`src/rtl/adc_queue_seq.sv`:
```
module adc_queue_seq #(
  parameter int IDX_W = 6,
  parameter int CH_W  = 6,
  parameter int RES_W = 10,
  parameter int RD_W  = 16,
  parameter int TMR_W = 16
) (
  input  logic             clk,
  input  logic             rst_n,
  input  logic             cmd_we,
  input  logic [IDX_W-1:0] cmd_addr,
  input  logic [CH_W-1:0]  cmd_chan,
  input  logic             cmd_pause,
  input  logic [IDX_W-1:0] q2_base,
  input  logic [1:0]       q1_src,
  input  logic [1:0]       q2_src,
  input  logic             q1_cont,
  input  logic             q2_cont,
  input  logic             q1_gated,
  input  logic             gate1,
  input  logic             sw_go1,
  input  logic             sw_go2,
  input  logic             ext_trig1,
  input  logic             ext_trig2,
  input  logic [TMR_W-1:0] tmr_period,
  input  logic [3:0]       irq_en,
  input  logic [3:0]       flag_clr,
  output logic [3:0]       flags,
  output logic             irq,
  output logic             conv_req,
  output logic [CH_W-1:0]  conv_chan,
  input  logic             conv_done,
  input  logic [RES_W-1:0] conv_data,
  output logic [IDX_W-1:0] q1_ptr,
  output logic [IDX_W-1:0] q2_ptr,
  input  logic [IDX_W+1:0] rd_addr,
  output logic [RD_W-1:0]  rd_data
);
  localparam int N    = 1 << IDX_W;
  localparam int LPAD = RD_W - RES_W;
  localparam logic [CH_W-1:0] EOQ = {CH_W{1'b1}};

  logic [CH_W-1:0]  cmd_ch [N];
  logic [N-1:0]     cmd_p;
  logic [RES_W-1:0] res [N];

  logic [IDX_W-1:0] off1, off2, idx2, cur;
  logic             act1, act2, hold1, busy, own2;
  logic [CH_W-1:0]  chan_q;
  logic             trig_d1, trig_d2;
  logic [TMR_W-1:0] tmr_cnt;
  logic             tick;

  assign idx2   = q2_base + off2;
  assign q1_ptr = off1;
  assign q2_ptr = idx2;

  assign tick = ({1'b0, tmr_cnt} + (TMR_W+1)'(1)) >= {1'b0, tmr_period};

  logic ev1, ev2, run1, run2, sel2, pend, pick, issue, fin, fin1, fin2;
  logic last1, last2, empty1, p_cur;
  logic cpl1, cpl2, pf1, pf2;
  logic [IDX_W-1:0] pidx;

  assign ev1 = (q1_src == 2'd1 && sw_go1) || (q1_src == 2'd2 && ext_trig1 && !trig_d1) ||
               (q1_src == 2'd3 && tick);
  assign ev2 = (q2_src == 2'd1 && sw_go2) || (q2_src == 2'd2 && ext_trig2 && !trig_d2) ||
               (q2_src == 2'd3 && tick);

  assign run1 = q1_gated ? (gate1 && !hold1) : (act1 && q1_src != 2'd0);
  assign run2 = act2 && q2_src != 2'd0;

  assign empty1 = (q2_base == '0);
  assign last1  = (off1 == q2_base - IDX_W'(1));
  assign last2  = &idx2;

  assign sel2 = !run1 && run2;
  assign pidx = sel2 ? idx2 : off1;
  assign pend = sel2 ? (cmd_ch[idx2] == EOQ) : (empty1 || cmd_ch[off1] == EOQ);
  assign pick = !busy && (run1 || run2);
  assign issue = pick && !pend;

  assign fin   = busy && conv_done;
  assign fin1  = fin && !own2;
  assign fin2  = fin && own2;
  assign p_cur = cmd_p[cur];

  assign cpl1 = (pick && !sel2 && pend) || (fin1 && last1);
  assign cpl2 = (pick && sel2 && pend) || (fin2 && last2);
  assign pf1  = fin1 && !last1 && p_cur;
  assign pf2  = fin2 && !last2 && p_cur;

  always_ff @(posedge clk) begin
    if (!rst_n) begin
      for (int i = 0; i < N; i++) begin
        cmd_ch[i] <= EOQ;
        res[i]    <= '0;
      end
      cmd_p <= '0;
    end else begin
      if (cmd_we) begin
        cmd_ch[cmd_addr] <= cmd_chan;
        cmd_p[cmd_addr]  <= cmd_pause;
      end
      if (fin) res[cur] <= conv_data;
    end
  end

  always_ff @(posedge clk) begin
    if (!rst_n) begin
      off1 <= '0; off2 <= '0;
      act1 <= 1'b0; act2 <= 1'b0; hold1 <= 1'b0;
      busy <= 1'b0; own2 <= 1'b0; cur <= '0; chan_q <= '0;
      trig_d1 <= 1'b0; trig_d2 <= 1'b0;
      tmr_cnt <= '0;
      flags <= '0;
    end else begin
      trig_d1 <= ext_trig1;
      trig_d2 <= ext_trig2;
      tmr_cnt <= tick ? '0 : tmr_cnt + TMR_W'(1);

      if (cpl1) off1 <= '0;
      else if (fin1) off1 <= off1 + IDX_W'(1);
      if (cpl2) off2 <= '0;
      else if (fin2) off2 <= off2 + IDX_W'(1);

      if (q1_src == 2'd0 || q1_gated) act1 <= 1'b0;
      else if (cpl1) act1 <= q1_cont;
      else if (pf1) act1 <= 1'b0;
      else if (ev1) act1 <= 1'b1;

      if (q2_src == 2'd0) act2 <= 1'b0;
      else if (cpl2) act2 <= q2_cont;
      else if (pf2) act2 <= 1'b0;
      else if (ev2) act2 <= 1'b1;

      if (!q1_gated || !gate1) hold1 <= 1'b0;
      else if (cpl1 && !q1_cont) hold1 <= 1'b1;

      if (issue) begin
        busy   <= 1'b1;
        own2   <= sel2;
        cur    <= pidx;
        chan_q <= cmd_ch[pidx];
      end else if (fin) begin
        busy <= 1'b0;
      end

      flags <= (flags & ~flag_clr) | {pf2, cpl2, pf1, cpl1};
    end
  end

  assign conv_req  = busy;
  assign conv_chan = chan_q;
  assign irq       = |(flags & irq_en);

  logic [RES_W-1:0] rsel;
  assign rsel = res[rd_addr[IDX_W-1:0]];

  always_comb begin
    case (rd_addr[IDX_W+1:IDX_W])
      2'd0:    rd_data = {{LPAD{1'b0}}, rsel};
      2'd1:    rd_data = {~rsel[RES_W-1], rsel[RES_W-2:0], {LPAD{1'b0}}};
      2'd2:    rd_data = {rsel, {LPAD{1'b0}}};
      default: rd_data = '0;
    endcase
  end
endmodule

```
`config.mk`:
```
export PLATFORM = sky130hd
export DESIGN_NAME = adc_queue_seq
export DESIGN_NICKNAME = d
export VERILOG_FILES = /design/src/rtl/adc_queue_seq.sv
export SDC_FILE = /design/constraint.sdc
export NUM_CORES = 2
export LEC_CHECK = 0
export BUFFER_PORTS_ARGS = -buffer_cell sky130_fd_sc_hd__buf_2
export CAP_MARGIN = 0
export CORE_ASPECT_RATIO = 1.25
export CORE_MARGIN = 3
export CORE_UTILIZATION = 25
export DETAILED_ROUTE_END_ITERATION = 10
export GPL_TIMING_DRIVEN = 0
export PLACE_DENSITY_LB_ADDON = 0.25
export SETUP_SLACK_MARGIN = 0.5
export SKIP_LAST_GASP = 1
export SYNTH_ARGS = -nofsm -noshare
export SYNTH_HDL_FRONTEND = slang
export SYNTH_SLANG_ARGS = --single-unit
```
`constraint.sdc`:
```
create_clock -name clk -period 4.5 [get_ports clk]
set_clock_uncertainty 0.15 [all_clocks]
set_input_delay 0.45 -clock clk [delete_from_list [all_inputs] [get_ports clk]]
set_output_delay 0.45 -clock clk [all_outputs]
set_load 0.005 [all_outputs]
```
==> run summary <==
STA classifies the critical path startpoint as a flip-flop. Setup repair after global routing could not meet its margin everywhere. The leakage power total is 24.9 nW. The routed via count divided by cell count came out at 5.43. After detailed routing, the average wire length per cell comes to 35.9 µm. In this run, the combinational gates consume 11.8% of the power.

The number of levels in the clock H-tree came out at 4. The internal power came out at 19.3 mW. Setup violations remaining at the end of the flow were counted as 0. The HPWL after detailed placement is 218000 µm. STA puts the critical path data arrival time at 4760 ps. In the synthesized netlist the dominant register cell turns out to be sky130_fd_sc_hd__edfxtp_1. The register clock-pin slew on the reported worst setup and hold paths is 60 ps. The mapped cell area is 0.0589 mm². Leaving out fill and tap cells, the most frequent cells in the layout are sky130_fd_sc_hd__edfxtp_1, sky130_fd_sc_hd__and2_1, sky130_fd_sc_hd__or3_1. The cell count after synthesis is 4574.

Of the cells placed in the final design, the portion with a size suffix greater than 1 is 21.2%. The final route contains 44500 vias. The average cell area after synthesis is 12.9 µm². The remaining design rule violation count is 0. The share of total power dissipated in sequential elements is 46.0%. The maximum fanout count along the critical path is 10. The sequential element share of the synthesized area is 56.3%. The worst hold path terminates at act2. The final design utilization is 30.3%. The standard-cell row count is 198. The first-pass GRT wire length is 392000 µm. The starting density of the core is 25.2%. The count of final max-slew check failures is 21. The switching portion of total power came out at 27.7%. The final hold violation count came out at 0.

Counting flops with an async set or reset pin after synthesis yields a share of 0%. The clock drives 1145 sinks. The number of antenna violations at the first check in global routing is 19. The critical path is of the reg -> reg type.

The routability congestion estimate from global placement came out at 1.02. The iteration-0 DRC count of the detailed router came out at 5352. The pin count of the biggest net entering global routing came out at 17. The maximum root-to-sink buffer count is 3. The reported net switching power came out at 7.41 mW.

The class of the most critical hold timing path is in -> reg. Along the worst hold path, the cell count comes to 4. The distinct cell type count after synthesis came out at 81. Summed over all layers, the global routing overflow is 0. The checks that failed: capacitance limit, slew limit. The number of global-route vias before repair is 44300.

The endpoint identified for the worst register-to-register timing path is cur[3]. The flow ran to the end, but the final reports show violations. The post-synth net total is 4677. The worst-case setup margin in the final layout came out at 301 ps. The layout overhead on the synthesized area came out at 20.1%. The worst reg-to-reg path cell count is 12. The slack of the worst reg-to-reg path is 300 ps. The floorplan core area came out at 0.234 mm².

The number of warnings reported in the yosys synthesis log came out at 0. Pin placement for this block handled 117 I/O pins. The maximum clock frequency came out at 0.238 GHz.

The post-route fraction of the period consumed by the critical path is 93.3%. The headroom to the max-slew limit is -7.17%. The data required time of the worst path came out at 5060 ps. The worst setup slack after placement came out at -2670 ps. The area enclosed by the die boundary is 0.241 mm². The minimum period implied by the final worst setup slack is 4200 ps. The net total in the final layout came out at 5047. The global routing usage summed across all routing layers is 23.8%. The worst-case IR drop observed on VDD is 0.284 mV. The number of routed nets with antenna violations came out at 0. TritonCTS built the clock tree. The die is 440 µm wide. The cell sitting at the root of the clock tree is a sky130_fd_sc_hd__clkbuf_16. The most frequent standard cell in the layout excluding fill and tap cells is sky130_fd_sc_hd__edfxtp_1. The number of flip-flops and latches in the synthesized netlist is 1145. The number of flops mapped to enable cells by yosys came out at 1024. For the worst-skew pair, the clock arrives at the later sink with an insertion delay of 830 ps. The worst hold path begins at q2_src[1]. The number of iterations in the first detailed-routing pass is 7. The relative contribution of the clock network to total power came out at 42.2%. The actual slew at the worst max-slew pin came out at 1610 ps. For this block, the routed nets add up to 294000 µm of wire. The power density of the placed cells is 378 mW/mm².

The die span in y came out at 549 µm. The max-cap violation count came out at 2. The total CTS buffers is 138. Port buffering added 91 buffers.

The type of element capturing the critical path is a flip-flop.
metrics by stage:
stage | hold slack [ps] | cells | power [mW] | instance area [µm²] | TNS (ps)
6_report | 33.6 | 8193 | 26.7 | 70700 | 0
5_1_grt | 28.4 | 8176 | 27.3 | 70700 | 0
4_1_cts | 3.66 | 8142 | 26.7 | 70200 | 0
3_5_place_dp | 303 | 7850 | 15.4 | 64000 | -974270
3_3_place_gp | 304 | 7765 | 15.3 | 63200 | -1474850
2_1_floorplan | 281 | 4574 | 13.8 | 58900 | 0
worst max-delay path, stage by stage, from the launching register on:
cell	delay, ps
sky130_fd_sc_hd__dfxtp_1	450
sky130_fd_sc_hd__buf_4	380
sky130_fd_sc_hd__nor2b_4	180
sky130_fd_sc_hd__clkbuf_2	500
sky130_fd_sc_hd__a22oi_1	350
sky130_fd_sc_hd__nand4_1	220
sky130_fd_sc_hd__and4_1	310
sky130_fd_sc_hd__a211oi_4	510
sky130_fd_sc_hd__a211oi_4	150
sky130_fd_sc_hd__or2_4	320
sky130_fd_sc_hd__and3_4	180
sky130_fd_sc_hd__buf_8	140
sky130_fd_sc_hd__a311oi_2	230
area by class of cell:
cell class	count	area, µm²
Multi-Input combinational cell	2917	24400
Antenna cell	37	92.6
Sequential cell	1145	33200
Tap cell	3100	3880
Timing Repair Buffer	230	1720
Inverter	102	398
Buffer	410	2620
Clock inverter	78	795
Fill cell	23600	163000
Clock buffer	174	3680
worst max-delay path by stage:
stage,startpoint,end,slack [ps],cells after the start
floorplan,rd_addr[1],rd_data[4],820,8
global placement,q2_base[0],conv_chan[5],-3440,13
detailed placement,q2_base[0],conv_chan[1],-2670,15
CTS,rd_addr[0],rd_data[7],380,8
global route,off2[0],flip-flop,370,14
finish,flip-flop,cur[3],300,12
power by group through the flow:
stage | logic (mW) | registers [mW] | clock network [mW]
after floorplan | 1.45 | 12.3 | 0
after global placement | 2.81 | 12.5 | 0
after detailed placement | 2.88 | 12.5 | 0
after CTS | 3.04 | 12.3 | 11.4
after global routing | 3.20 | 12.3 | 11.8
final | 3.16 | 12.3 | 11.3
Yosys cell counts, drive strengths merged (40+ instances only):
cell,n,area share [%]
edfxtp,1024,52
o21ai,179,1.5
mux2i,297,5.0
or3,332,3.5
and3,40,0.43
o32ai,58,0.86
nor2,113,0.72
nand2,264,1.7
clkbuf,302,1.9
inv,102,0.65
mux4,280,11
nand3,116,0.99
and2,667,7.1
or2,54,0.58
dfxtp,121,4.1
buf,108,1.1
nand4,60,0.64
state kept, by name, indices dropped and copies added (netlist names), named ones only:
signal and count:
res 640, cmd_ch 384, cmd_p 64, tmr_cnt 16
conv_chan 6, cur 6, off2 6, q1_ptr 6
flags 4, act1 1, act2 1, conv_req 1
hold1 1, own2 1, trig_d1 1, trig_d2 1
routing by layer:
| layer | share of wire, % | global-route usage (%) |
|---|---|---|
| met1 | 35 | 26.7 |
| met2 | 48 | 39.6 |
| met3 | 7.5 | 5.01 |
| met4 | 9.0 | 18.3 |
| met5 | 0.0044 | 0 |
cells by family after synthesis:
group	share of synthesized area (%)
AOI/OAI and AO/OA	5.47
xor gates and xnor gates	0.504
adders and majority gates	0.565
buffers and inverters	3.64
DFF	56.3
muxes	16.3
and+or+nand+nor	17.2
timing repair:
| item | 4_1_cts | 5_1_grt |
|---|---|---|
| resized for setup | 386 | 104 |
| pin swaps | 23 | 13 |
| hold endpoints to repair | 13 | 0 |
| buffers inserted | 23 | 12 |
| endpoints found under the setup margin | 1347 | 230 |
| hold buffers | 17 | 0 |
Note: power is estimated with default switching activity, not from simulation.
